## src/rtl/frac_brg_pkg.sv

```systemverilog
package frac_brg_pkg;

  localparam int OSR_MAX = 16;
  localparam int BCNT_W  = $clog2(OSR_MAX);

  typedef enum logic [1:0] {
    OSR_X16 = 2'b00,
    OSR_X8  = 2'b01,
    OSR_X4A = 2'b10,
    OSR_X4B = 2'b11
  } osr_sel_e;

  // last index of the bit counter for a given oversampling select
  function automatic logic [BCNT_W-1:0] osr_last(input logic [1:0] sel);
    case (osr_sel_e'(sel))
      OSR_X16: osr_last = BCNT_W'(15);
      OSR_X8:  osr_last = BCNT_W'(7);
      default: osr_last = BCNT_W'(3);
    endcase
  endfunction

endpackage

```

## src/rtl/brg_prescale.sv

```systemverilog
module brg_prescale #(
  parameter int PRE_DIV = 4
) (
  input  logic clk,
  input  logic rst,
  input  logic sel_div,
  output logic pre_en
);
  localparam int PRE_W = (PRE_DIV > 1) ? $clog2(PRE_DIV) : 1;
  localparam logic [PRE_W-1:0] PRE_LAST = PRE_W'(PRE_DIV - 1);

  logic [PRE_W-1:0] cnt;

  always_ff @(posedge clk) begin
    if (rst) begin
      cnt <= '0;
    end else if (cnt == PRE_LAST) begin
      cnt <= '0;
    end else begin
      cnt <= cnt + PRE_W'(1);
    end
  end

  assign pre_en = sel_div ? (cnt == PRE_LAST) : 1'b1;

endmodule

```

## src/rtl/brg_period.sv

```systemverilog
module brg_period #(
  parameter int INT_W  = 16,
  parameter int FRAC_W = 4
) (
  input  logic              clk,
  input  logic              rst,
  input  logic              pre_en,
  input  logic [INT_W-1:0]  div_int,
  input  logic [FRAC_W-1:0] div_frac,
  output logic              tick_evt,
  output logic              restart_evt
);
  localparam logic [INT_W-1:0] INT_ONE = {{(INT_W-1){1'b0}}, 1'b1};
  localparam logic [INT_W:0]   CNT_ONE = {{INT_W{1'b0}}, 1'b1};

  logic [INT_W-1:0]  shd_int;
  logic [FRAC_W-1:0] shd_frac;
  logic [INT_W:0]    cnt;
  logic [FRAC_W-1:0] acc;
  logic              ext;

  logic [INT_W-1:0]  eff_div;
  logic [INT_W:0]    limit;
  logic [FRAC_W:0]   acc_sum;
  logic              cfg_changed;

  always_comb begin
    eff_div     = (shd_int == '0) ? INT_ONE : shd_int;
    limit       = {1'b0, eff_div} - CNT_ONE + {{INT_W{1'b0}}, ext};
    acc_sum     = {1'b0, acc} + {1'b0, shd_frac};
    cfg_changed = (div_int != shd_int) || (div_frac != shd_frac);
    restart_evt = pre_en && cfg_changed;
    tick_evt    = pre_en && !cfg_changed && (cnt == limit);
  end

  always_ff @(posedge clk) begin
    if (rst) begin
      shd_int  <= INT_ONE;
      shd_frac <= '0;
      cnt      <= '0;
      acc      <= '0;
      ext      <= 1'b0;
    end else if (restart_evt) begin
      shd_int  <= div_int;
      shd_frac <= div_frac;
      cnt      <= '0;
      acc      <= '0;
      ext      <= 1'b0;
    end else if (tick_evt) begin
      cnt <= '0;
      acc <= acc_sum[FRAC_W-1:0];
      ext <= acc_sum[FRAC_W];
    end else if (pre_en) begin
      cnt <= cnt + CNT_ONE;
    end
  end

endmodule

```

## src/rtl/brg_bitdiv.sv

```systemverilog
module brg_bitdiv
  import frac_brg_pkg::*;
(
  input  logic       clk,
  input  logic       rst,
  input  logic       tick_evt,
  input  logic       restart_evt,
  input  logic [1:0] osr_sel,
  output logic       sample_tick,
  output logic       bit_tick
);
  logic [BCNT_W-1:0] bcnt;
  logic [BCNT_W-1:0] last;

  assign last = osr_last(osr_sel);

  always_ff @(posedge clk) begin
    if (rst) begin
      bcnt        <= '0;
      sample_tick <= 1'b0;
      bit_tick    <= 1'b0;
    end else begin
      sample_tick <= tick_evt;
      bit_tick    <= 1'b0;
      if (restart_evt) begin
        bcnt <= '0;
      end else if (tick_evt) begin
        if (bcnt >= last) begin
          bcnt     <= '0;
          bit_tick <= 1'b1;
        end else begin
          bcnt <= bcnt + BCNT_W'(1);
        end
      end
    end
  end

endmodule

```

## src/rtl/frac_brg.sv

```systemverilog
module frac_brg #(
  parameter int BYTE_W  = 8,
  parameter int FRAC_W  = 4,
  parameter int PRE_DIV = 4
) (
  input  logic                clk,
  input  logic                rst,
  input  logic                prescale_by4,
  input  logic [BYTE_W-1:0]   div_lo,
  input  logic [BYTE_W-1:0]   div_hi,
  input  logic [FRAC_W+1:0]   frac_cfg,
  output logic                sample_tick,
  output logic                bit_tick
);
  localparam int INT_W = 2 * BYTE_W;

  logic             pre_en;
  logic             tick_evt;
  logic             restart_evt;
  logic [INT_W-1:0] div_int;

  assign div_int = {div_hi, div_lo};

  brg_prescale #(.PRE_DIV(PRE_DIV)) u_pre (
    .clk     (clk),
    .rst     (rst),
    .sel_div (prescale_by4),
    .pre_en  (pre_en)
  );

  brg_period #(.INT_W(INT_W), .FRAC_W(FRAC_W)) u_per (
    .clk         (clk),
    .rst         (rst),
    .pre_en      (pre_en),
    .div_int     (div_int),
    .div_frac    (frac_cfg[FRAC_W-1:0]),
    .tick_evt    (tick_evt),
    .restart_evt (restart_evt)
  );

  brg_bitdiv u_bit (
    .clk         (clk),
    .rst         (rst),
    .tick_evt    (tick_evt),
    .restart_evt (restart_evt),
    .osr_sel     (frac_cfg[FRAC_W+1:FRAC_W]),
    .sample_tick (sample_tick),
    .bit_tick    (bit_tick)
  );

endmodule

```

## config.mk

```make
export PLATFORM = sky130hd
export DESIGN_NAME = frac_brg
export DESIGN_NICKNAME = d
export VERILOG_FILES = /design/src/rtl/frac_brg_pkg.sv /design/src/rtl/brg_prescale.sv /design/src/rtl/brg_period.sv /design/src/rtl/brg_bitdiv.sv /design/src/rtl/frac_brg.sv
export SDC_FILE = /design/constraint.sdc
export NUM_CORES = 1
export LEC_CHECK = 0
export BUFFER_PORTS_ARGS = -buffer_cell sky130_fd_sc_hd__clkbuf_2
export CORE_ASPECT_RATIO = 0.5
export CORE_MARGIN = 2
export CORE_UTILIZATION = 45
export CTS_BUF_LIST = sky130_fd_sc_hd__clkbuf_16
export CTS_CLUSTER_SIZE = 20
export DETAILED_ROUTE_END_ITERATION = 10
export PLACE_DENSITY_LB_ADDON = 0.08
export RECOVER_POWER = 25
export SETUP_SLACK_MARGIN = 0.3
export SLEW_MARGIN = 20
export SYNTH_ARGS = -nofsm -noshare
export SYNTH_HDL_FRONTEND = slang
export SYNTH_SLANG_ARGS = --single-unit
```

## constraint.sdc

```tcl
create_clock -name clk -period 5.2 [get_ports clk]
set_input_delay 0 -clock clk [delete_from_list [all_inputs] [get_ports clk]]
set_output_delay 0 -clock clk [all_outputs]
set_load 0.005 [all_outputs]
```

==> results by group, run 1 <==
Timing
  – # setup viols final: 0
  – Minimum clock period: 3950 ps
  – Fin. Hold Viols: 0
  – Worst setup margin: 1250 ps
  – Fin Clk Skew: 5.27 ps
  – Worst hold margin: 3.11 ps
  – Max Clock Freq: 0.253 GHz
  – Pins Over Slew Limit: 25
  – Worst-margin pin slew: 1520 ps
  – Slew headroom: -0.0121
  – Setup_tns: 0 ps
  – RSZ-0062 raised after global routing: no
  – Final period util: 0.760

GRT
  – First-pass GRT wire length: 11900 µm
  – Largest net degree at the start of global routing: 26
  – GRT Overall Usage: 0.200
  – GRT Residual Overflow: 0
  – Vias in the first global route: 2411
  – Initial antenna violation count: 0

Place
  – IO buf count: 26
  – Placement Setup Slack: 1350 ps
  – GP Congestion: 0.920
  – Hpwl dp: 5390 µm

Finish
  – Most frequent cells in the layout: nor2_1, dfxtp_1, xnor2_1, clkbuf_2, mux2i_1
  – # diodes: 0
  – Area Growth Syn to Fin: 14.7%
  – Multi-input logic area: 0.00193 mm²
  – NumNets Final: 423
  – Filler cells: 625
  – Share of layout cells above drive strength 1: 0.124
  – Most common cell after layout, fill and taps aside: nor2_1
  – Sequential standard cell area: 0.00100 mm²

Synth
  – Netlist cell types: 57
  – Most used DFF post-synth: dfxtp_1
  – Register area share after synthesis: 0.323
  – Syn_nets: 393
  – Post-synth ARST share: 0
  – Number of enable flip-flop cells after synthesis: 0
  – Synthesized area: 0.00309 mm²
  – Synthesized flop and latch total: 50
  – Post-Synthesis Cells: 356
  – Synth warn: 0
  – Syn_area_per_cell: 8.69 µm²

Setup path
  – Setup slack, reg-to-reg: 1250 ps
  – Biggest cell delay along the critical path: 550 ps
  – Critical path data arrival time: 4110 ps
  – R2R Path End: u_per.cnt[12]
  – WP depth: 12
  – Slowest library cell on the worst path: nor3b_1
  – Setup CP Type: register to register
  – CP Launch Type: register
  – Cell mode on critical path: nor2_1
  – Req. time, crit path: 5350 ps
  – Setup crit end kind: register
  – Reg2reg path depth: 12
  – WP buf/inv: 1
  – Worst r2r src: u_per.shd_int[5]
  – Crit path cell chain: or4_4 > nor2_1 > a31oi_1 > ha_1 > nor3b_1 > a21boi_0 > o41ai_1 > o21ai_0 > nor4_4 > buf_4 > or2_1 > nor2_1
  – Crit path max-delay family: simple AND/OR/NAND/NOR gates
  – Critical Path Fanout Max: 17

Routing
  – Final wirelength: 7100 µm
  – Vias: 2504
  – Drt via density: 5.23
  – Post-route ant nets: 0
  – Routed length per placed instance: 14.8 µm
  – # DRC: 0
  – First-pass detailed-route iteration total: 4
  – DRT iter0 DRCs: 202

Min path
  – Min-delay src: div_hi[1]
  – Worst Hold Path Cells: 3
  – Hold EP: u_per.shd_int[9]
  – Worst hold-check path type: input pin to register

Floorplan
  – Width of the chip: 121 µm
  – Die Height: 62.6 µm
  – Initial core utilization: 0.464
  – Rows: 21
  – Total core area: 0.00667 mm²
  – Die area: 0.00760 mm²
  – Top-Level Pins: 27

Power and ir drop
  – Switch Pwr: 0.239 mW
  – Clock power frac: 0.351
  – Power Internal: 0.646 mW
  – PD cells: 249 mW/mm²
  – Part of the power in registers: 0.473
  – Worst IR Drop VDD: 0.137 mV
  – Net Sw Frac: 0.270
  – Pleak: 1.36 nW
  – Tot Pwr: 0.884 mW
  – Logic pwr share: 0.176

CTS
  – CTS Root Cell: clkbuf_16
  – Clock sinks: 50
  – Clk pin slew, worst setup/hold paths: 70 ps
  – CTS tree: built
  – H-Tree Depth: 2
  – Worst-skew pair later-pin latency: 290 ps
  – # resized after CTS: 0
  – Maximum clock insertion buffer count: 2
  – Clock buffer count from CTS: 5

Outcome
  – Status: complete, but fails checks
  – Failing checks: max-capacitance violations, max-slew violations

Flow run
  – Max cap viols: 1
cells in the mapped netlist, drive strengths merged, types with 2 or more instances:
library cell	instances	share of area
inv	13	0.016
and3	4	0.0081
clkbuf	16	0.020
a21oi	9	0.016
nand4b	2	0.0057
nand3	10	0.016
xor2	14	0.040
nor4b	2	0.0057
nor2b	5	0.010
o31ai	2	0.0049
a21boi	4	0.011
a21o	3	0.0073
or2	5	0.010
nand4	11	0.022
nor4	4	0.013
a211oi	2	0.0049
dfxtp	50	0.32
or3	4	0.0081
ha	11	0.044
nor2	58	0.070
or4	5	0.017
a211o	2	0.0057
nand2	7	0.0085
o211ai	4	0.0097
nor3	10	0.018
nand3b	2	0.0049
nor3b	3	0.0073
xnor2	41	0.12
o41ai	3	0.011
nand2b	6	0.012
mux2i	23	0.074
o21ai	3	0.0049
buf	7	0.019
state kept, by name, indices dropped and copies added, names as in the netlist:
signal,cells
u_per.shd_int,16
u_bit.sample_tick,1
u_bit.bcnt,4
u_bit.bit_tick,1
u_pre.cnt,2
u_per.cnt,17
u_per.shd_frac,4
u_per.acc,4
u_per.ext,1
timing repair:
| item | 4_1_cts | 5_1_grt |
|---|---|---|
| hold buffers | 18 | 0 |
| endpoints found under the hold margin | 18 | 0 |
| setup buffers | 0 | 0 |
power by group through the flow:
stage               Clock (mW)  Combinational [mW]  Sequential (mW)
floorplan                    0               0.123            0.414
global placement             0               0.142            0.427
detailed placement           0               0.144            0.427
CTS                      0.321               0.155            0.418
global route             0.342               0.173            0.421
finish                   0.310               0.156            0.418
tightest hold or removal path, stage by stage:
cell      delay [ps]
clkbuf_2         100
mux2i_1           80
nor2_1            80
cell type report:
| type | instances | share of cell area |
|---|---|---|
| clock buffer | 5 | 0.0353 |
| tap | 92 | 0.0324 |
| inverter | 13 | 0.0138 |
| clock inverter | 3 | 0.00317 |
| timing repair buffer | 46 | 0.0906 |
| sequential | 50 | 0.282 |
| multi-input combinational | 270 | 0.543 |
per-layer routing:
layer	track usage	routed length, µm	share of wire
met5	0	0	0
met4	0.0460	79	0.011
met2	0.282	2870	0.40
met1	0.299	3620	0.51
met3	0.0538	533	0.075
per-stage QoR:
step	utilization	cells	instance area, µm²
after floorplan	-	356	3090
after global placement	0.485	453	3240
after detailed placement	0.485	453	3240
after CTS	0.533	479	3560
after global routing	0.532	479	3550
final	0.532	479	3550
cell families (layout without fill, tap and decap cells):
| logic type | after synthesis | in the layout | share of synthesized area |
|---|---|---|---|
| AOI/OAI and AO/OA | 38 | 38 | 0.0910 |
| xor gates and xnor gates | 55 | 55 | 0.156 |
| adders and majority gates | 12 | 12 | 0.0509 |
| buffers and inverters | 36 | 67 | 0.0542 |
| DFF | 50 | 50 | 0.323 |
| muxes | 23 | 23 | 0.0744 |
| and+or+nand+nor | 142 | 142 | 0.250 |
how the worst max path moves through the flow:
stage / start / end / slack [ps]
floorplan: u_per.shd_int[3] / u_per.cnt[10] / 1830
global placement: u_per.shd_int[5] / u_per.cnt[14] / 1370
detailed placement: u_per.shd_int[5] / u_per.cnt[12] / 1350
CTS: u_per.shd_int[5] / u_per.cnt[12] / 1300
global route: u_per.shd_int[5] / u_per.cnt[11] / 860
finish: u_per.shd_int[5] / u_per.cnt[12] / 1250
Note: power is estimated with default switching activity, not from simulation.
==> inputs of run 2 (changes only) <==
clock period = 3.42 ns   (was 5.2 ns; I/O delays follow)
==> run 2 against run 1 <==
The flow now finishes without violations. Design area grew 10%. Clock skew is essentially flat. Power grew 58%. Count of clock-buffer cells in the layout is the same. Sequential power grew 49%. Via count grew 7.3%. Core utilization grew 5.6 points. Combinational power grew 99%. Setup slack lost 1000 ps. Sequential share of layout area shrank 2.4 points. Largest cell class unchanged.
==> results by group, run 2 (synthesis results as in run 1) <==
Finish
  – Most common cell after layout, fill and taps aside: dfxtp_1
  – Area Growth Syn to Fin: 26.7%
  – Share of layout cells above drive strength 1: 0.251 (+0.127)
  – Sequential standard cell area: 0.00101 mm² (+1.0%)
  – Filler cells: 624 (-0.16%)
  – # diodes: 0 (unchanged)
  – Max reg flops: 17 (unchanged)
  – Most frequent cells in the layout: dfxtp_1, nor2_1, xnor2_1, clkbuf_2, mux2i_1
  – Final Non-Filler Cells: 498 (+4.0%)
  – Biggest register: u_per.cnt
  – Multi-input logic area: 0.00211 mm² (+9.6%)
  – Top Registers: u_per.cnt: 17 flops, u_per.shd_int: 16 flops
  – Final instance area: 0.00392 mm² (+10%)
  – NumNets Final: 442 (+4.5%)

Min path
  – Min-delay src: div_hi[6]
  – Worst hold-check path type: input pin to register
  – Worst Hold Path Cells: 3 (unchanged)

GRT
  – Vias in the first global route: 2581 (+7.1%)
  – Largest net degree at the start of global routing: 26 (unchanged)
  – Initial antenna violation count: 0 (unchanged)
  – First-pass GRT wire length: 12700 µm (+7.1%)
  – GRT Overall Usage: 0.213 (+0.0130)
  – GRT Residual Overflow: 0 (unchanged)

Timing
  – # setup viols final: 0 (unchanged)
  – Setup_tns: 0 ps (unchanged)
  – Max Clock Freq: 0.315 GHz (+24%)
  – Worst-margin pin slew: 717 ps (-802 ps)
  – Worst hold margin: 5.72 ps (+2.61 ps)
  – RSZ-0062 raised after global routing: yes
  – Pins Over Slew Limit: 0 (-100%)
  – Slew headroom: 0.522 (+0.534)
  – Minimum clock period: 3180 ps (-775 ps)
  – Fin. Hold Viols: 0 (unchanged)
  – Final period util: 0.930 (+0.169)
  – Fin Clk Skew: 5.44 ps (+0.173 ps)

CTS
  – CTS tree: built
  – CTS Root Cell: clkbuf_16
  – Worst-skew pair later-pin latency: 290 ps (about the same)
  – Clock buffer count from CTS: 5 (unchanged)
  – Clk pin slew, worst setup/hold paths: 60 ps (about the same)
  – H-Tree Depth: 2 (unchanged)
  – Maximum clock insertion buffer count: 2 (unchanged)
  – Clock sinks: 50 (unchanged)

Power and ir drop
  – PD cells: 357 mW/mm² (+43%)
  – Power Internal: 1.02 mW (+57%)
  – Pleak: 1.50 nW (+10%)
  – Worst IR Drop VDD: 0.248 mV (+81%)
  – Switch Pwr: 0.384 mW (+61%)
  – Part of the power in registers: 0.444 (-0.029)
  – Logic pwr share: 0.222 (+0.046)
  – Clock power frac: 0.334 (-0.017)
  – Net Sw Frac: 0.274 (+0.00407)

Setup path
  – Biggest cell delay along the critical path: 440 ps (-110 ps)
  – CP Launch Type: register
  – Setup crit end kind: register
  – Crit path cell chain: nor3_1 > a31oi_1 > ha_2 > or3b_4 > or3_1 > o211ai_1 > o21ai_1 > nor4_4 > buf_4 > or2_4 > buf_12 > nor2_4
  – Critical path data arrival time: 3350 ps (-760 ps)
  – Crit path launch: u_per.shd_int[1]
  – Setup CP Type: register to register
  – Worst r2r src: u_per.shd_int[1]
  – Critical Path Fanout Max: 9 (-8)
  – Reg2reg path depth: 12 (unchanged)
  – Slowest library cell on the worst path: dfxtp_1
  – Req. time, crit path: 3590 ps (-1760 ps)

Place
  – Placed inst area: 0.00339 mm² (+4.6%)
  – IO buf count: 26 (unchanged)
  – GP Congestion: 0.871 (-5.3%)
  – Placed cells: 466 (+2.9%)
  – Hpwl dp: 5680 µm (+5.3%)

Routing
  – Routed length per placed instance: 15.6 µm (+5.3%)
  – Final wirelength: 7770 µm (+9.4%)
  – DRT iter0 DRCs: 179 (-11%)
  – Drt via density: 5.39 (+3.2%)
  – Post-route ant nets: 0 (unchanged)
  – # DRC: 0 (unchanged)
  – First-pass detailed-route iteration total: 6 (+2)
  – Vias: 2686 (+7.3%)

Floorplan
  – Width of the chip: 121 µm (unchanged)
  – Die area: 0.00760 mm² (unchanged)
  – Initial core utilization: 0.464 (unchanged)
  – Die Height: 62.6 µm (unchanged)
  – Top-Level Pins: 27 (unchanged)
  – Total core area: 0.00667 mm² (unchanged)
  – Rows: 21 (unchanged)

Flow run
  – Max cap viols: 0 (-1)

Outcome
  – Status: completed
[run 2: cell count changes in the layout (fill, tap and decap cells not counted), moves of 3 or more]
| cell | delta |
|---|---|
| dlygate4sd3_1 | -3 |
| nor2_4 | +14 |
| buf_4 | +16 |
| nor2_1 | -16 |
| buf_6 | +3 |
| dfxtp_1 | -4 |
[run 2: worst paths after layout]
check | endpoint | slack, ps
min | u_per.shd_int[14] | 6
max | u_per.cnt[7] | 240
max reg2reg | u_per.cnt[7] | 240
min reg2reg | u_pre.cnt[0] | 440
[run 2: worst max-delay path: cells and delay by family (launching register included)]
family                   cells  cell delay [ps]
AND/OR/NAND/NOR              6             1360
AO/OA/AOI/OAI                3              690
flip-flops                   1              440
buffers and inverters        2              340
adder cells (fa/ha/maj)      1              240
[run 2: final cells by class]
type	instances	share of cell area
sequential	50	0.258
clock inverter	3	0.00319
multi-input combinational	270	0.538
timing repair buffer	65	0.127
clock buffer	5	0.0319
tap	92	0.0294
inverter	13	0.0124
[run 2: per-layer routing]
layer  part of all wire  global-route usage  vias to the layer above
li1                   -                   -                     1328
met1               0.50               0.319                     1296
met2               0.44               0.318                       56
met3              0.053              0.0465                        6
met4             0.0053              0.0302                        0
met5                  0                   0                        -
[run 2: repair_timing]
action,in CTS,in global routing
buffers inserted,5,2
gates cloned,2,0
hold buffers,15,0
endpoints found under the setup margin,28,28
resized for setup,14,34
endpoints found under the hold margin,15,0
pin swaps,2,9
[run 2: power by group through the flow]
stage,clock network [mW],registers (mW),logic [mW]
2_1_floorplan,0,0.631,0.202
3_3_place_gp,0,0.636,0.262
3_5_place_dp,0,0.637,0.263
4_1_cts,0.485,0.621,0.299
5_1_grt,0.503,0.624,0.341
6_report,0.467,0.622,0.311
[run 2: metrics by stage]
stage	total power [mW]	worst slack (ps)	utilization
after floorplan	0.833	232	-
after global placement	0.898	176	0.508
after detailed placement	0.900	35.1	0.508
after CTS	1.41	214	0.568
after global routing	1.47	29.7	0.587
final	1.40	241	0.587
==> inputs of run 3 (changes only) <==
CORE_UTILIZATION = 38   (was 45)
GPL_TIMING_DRIVEN = 0   (was not set)
clock period = 2.81 ns   (was 3.42 ns; I/O delays follow)
==> run 3 against run 2 <==
The run now ends with negative setup slack left. Power increased by 25%. Critical path depth increased by 3. Final cell count increased by 7.0%. Via count about the same. Sequential share of layout area decreased by 0.68 points. Clock power increased by 30%. Register-to-register slack got worse by 820 ps. Largest power group unchanged.
==> results by group, run 3 (synthesis results as in run 1) <==
Flow run
  – Max cap viols: 0 (unchanged)

Power and ir drop
  – Pleak: 1.54 nW (+2.6%)
  – Worst IR Drop VDD: 0.228 mV (-8.0%)
  – Part of the power in registers: 0.434 (-0.010)
  – Switch Pwr: 0.494 mW (+29%)
  – Clock power frac: 0.347 (+0.013)
  – Net Sw Frac: 0.282 (+0.00828)
  – Power Internal: 1.26 mW (+24%)
  – Logic pwr share: 0.219 (-0.003)
  – PD cells: 436 mW/mm² (+22%)

Setup path
  – R2R Path End: u_per.acc[3]
  – Biggest cell delay along the critical path: 490 ps (+50 ps)
  – Setup crit end kind: register
  – Crit path cell chain: clkbuf_4 > or4_4 > nor2_4 > a31oi_1 > ha_2 > or3b_4 > clkbuf_8 > or4_4 > a21oi_4 > o22ai_2 > nor4_4 > buf_6 > buf_8 > mux2i_1 > nor2_1
  – CP Launch Type: register
  – Critical path data arrival time: 3560 ps (+210 ps)
  – Req. time, crit path: 2980 ps (-610 ps)
  – CP endpoint: u_per.acc[3]
  – Reg2reg path depth: 15 (+3)
  – Critical Path Fanout Max: 7 (-2)
  – Crit path launch: u_per.shd_int[10]
  – Setup slack, reg-to-reg: -580 ps (-820 ps)
  – Slowest library cell on the worst path: or4_4
  – Setup CP Type: register to register
  – Cell mode on critical path: or4_4
  – Worst r2r src: u_per.shd_int[10]

Finish
  – Filler cells: 774 (+24%)
  – End-of-flow core utilization: 0.506 (-0.0817)
  – Top Registers: u_per.cnt: 17 flops, u_per.shd_int: 16 flops
  – Most frequent cells in the layout: dfxtp_1, xnor2_1, nor2_1, clkbuf_2, mux2i_1
  – Max reg flops: 17 (unchanged)
  – Biggest register: u_per.cnt
  – Area Growth Syn to Fin: 29.8%
  – Final Non-Filler Cells: 533 (+7.0%)
  – Share of layout cells above drive strength 1: 0.266 (+0.0148)
  – Most common cell after layout, fill and taps aside: dfxtp_1
  – NumNets Final: 458 (+3.6%)
  – # diodes: 0 (unchanged)

CTS
  – Clk pin slew, worst setup/hold paths: 70 ps (about the same)
  – Maximum clock insertion buffer count: 2 (unchanged)
  – Worst-skew pair later-pin latency: 290 ps (about the same)
  – Clock sinks: 50 (unchanged)
  – Clock buffer count from CTS: 5 (unchanged)
  – CTS Root Cell: clkbuf_16
  – H-Tree Depth: 2 (unchanged)
  – CTS tree: built

Timing
  – Worst setup margin: -583 ps (-824 ps)
  – Max Clock Freq: 0.295 GHz (-6.3%)
  – Fin. Hold Viols: 0 (unchanged)
  – # setup viols final: 28 (+28)
  – Setup_tns: -15490 ps (-15490 ps)
  – Final period util: 1.21 (+0.278)
  – RSZ-0062 raised after global routing: yes
  – Minimum clock period: 3390 ps (+214 ps)
  – Worst-margin pin slew: 543 ps (-174 ps)
  – Pins Over Slew Limit: 0 (unchanged)
  – Slew headroom: 0.638 (+0.116)
  – Fin Clk Skew: 6.92 ps (+1.48 ps)

Outcome
  – Failing checks: negative setup slack
  – Status: complete, but fails checks

GRT
  – Initial antenna violation count: 0 (unchanged)
  – Largest net degree at the start of global routing: 16 (-38%)
  – Met3 Track Usage GR: 0.0420 (-0.00449)
  – Grt peak-use layer: met2
  – Global routing usage on met1: 0.233 (-0.0858)
  – GRT Overall Usage: 0.183 (-0.0299)
  – Vias in the first global route: 2715 (+5.2%)
  – Met2 Track Usage GR: 0.317 (-0.00136)
  – First-pass GRT wire length: 12700 µm (-0.65%)
  – GRT Residual Overflow: 0 (unchanged)

Place
  – Placed cells: 493 (+5.8%)
  – Hpwl dp: 5710 µm (+0.66%)
  – GP Congestion: 0.811 (-6.9%)
  – IO buf count: 25 (-3.8%)

Routing
  – Vias: 2688 (+0.074%)
  – Drt via density: 5.04 (-6.5%)
  – Routed length per placed instance: 14.4 µm (-7.8%)
  – Final wirelength: 7660 µm (-1.3%)
  – Post-route ant nets: 0 (unchanged)
  – First-pass detailed-route iteration total: 4 (-2)
  – # DRC: 0 (unchanged)
  – DRT iter0 DRCs: 97 (-46%)

Floorplan
  – Die area: 0.00892 mm² (+17%)
  – Rows: 23 (+9.5%)
  – Initial core utilization: 0.390 (-0.0741)
  – Top-Level Pins: 27 (unchanged)
  – Width of the chip: 132 µm (+8.5%)
  – Die Height: 67.8 µm (+8.3%)
  – Total core area: 0.00794 mm² (+19%)

Min path
  – Worst Hold Path Cells: 2 (-1)
  – Worst hold-check path type: input pin to register
## run 3: cell types whose count changed in the layout (fill, tap and decap cells not counted), moves of 5 or more
| cell | before | now |
|---|---|---|
| buf_4 | 17 | 7 |
| buf_6 | 3 | 10 |
| nor2_2 | 2 | 16 |
| clkbuf_2 | 26 | 31 |
| dlygate4sd3_1 | 15 | 20 |
| nor2_4 | 14 | 1 |
## run 3: through the flow
| step | hold slack [ps] | total power [mW] | instance area [µm²] | worst slack, ps |
|---|---|---|---|---|
| 5_1_grt | 107 | 1.85 | 4020 | -748 |
| 3_5_place_dp | 262 | 1.10 | 3430 | -998 |
| 4_1_cts | 59.8 | 1.75 | 3940 | -789 |
| 6_report | 63.6 | 1.75 | 4020 | -583 |
| 3_3_place_gp | 264 | 1.09 | 3430 | -974 |
| 2_1_floorplan | 118 | 1.01 | 3160 | -378 |
## run 3: critical path, delay by kind of cell (launching register included)
kind            cells  cell delay [ps]
simple gates        6             1460
buf+inv             4              650
compound gates      3              420
flops               1              320
fa+ha+maj           1              240
mux                 1              170
## run 3: worst min path at each step
stage,startpoint,slack (ps),end
4_1_cts,rst,60,u_bit.bit_tick
3_5_place_dp,div_lo[0],260,u_per.shd_int[0]
6_report,rst,60,u_bit.bit_tick
3_3_place_gp,div_lo[0],260,u_per.shd_int[0]
5_1_grt,rst,110,u_bit.bit_tick
2_1_floorplan,div_lo[0],120,u_per.shd_int[0]
## run 3: what timing repair did
item | CTS | global route
buffers inserted | 8 | 3
setup endpoints to repair | 38 | 38
gates cloned | 2 | 0
pin swaps | 28 | 8
hold buffers | 20 | 0
gates resized for setup | 25 | 19
hold endpoints to repair | 20 | 0
## run 3: cell type report
| class | count | area [µm²] | share of cell area |
|---|---|---|---|
| plain buffers | 23 | 164 | 0.0408 |
| clock buffers | 5 | 125 | 0.0312 |
| clock inverters | 2 | 15.0 | 0.00374 |
| inverters | 13 | 48.8 | 0.0121 |
| multi-input cells | 270 | 2050 | 0.511 |
| flip-flops and latches | 50 | 1010 | 0.251 |
| well taps | 112 | 140 | 0.0349 |
| repair buffers | 58 | 462 | 0.115 |
## run 3: metal layers
metal  share of wire  up-vias
met5               0        -
met4           0.013        0
met3           0.032        8
met2            0.46       35
met1            0.50     1290
li1                -     1355
## run 3: power groups by stage
stage	Combinational, mW	Sequential (mW)	Clock, mW
after global placement	0.314	0.774	0
after global routing	0.420	0.764	0.663
after detailed placement	0.320	0.775	0
final	0.384	0.760	0.607
after floorplan	0.246	0.767	0
after CTS	0.372	0.760	0.623
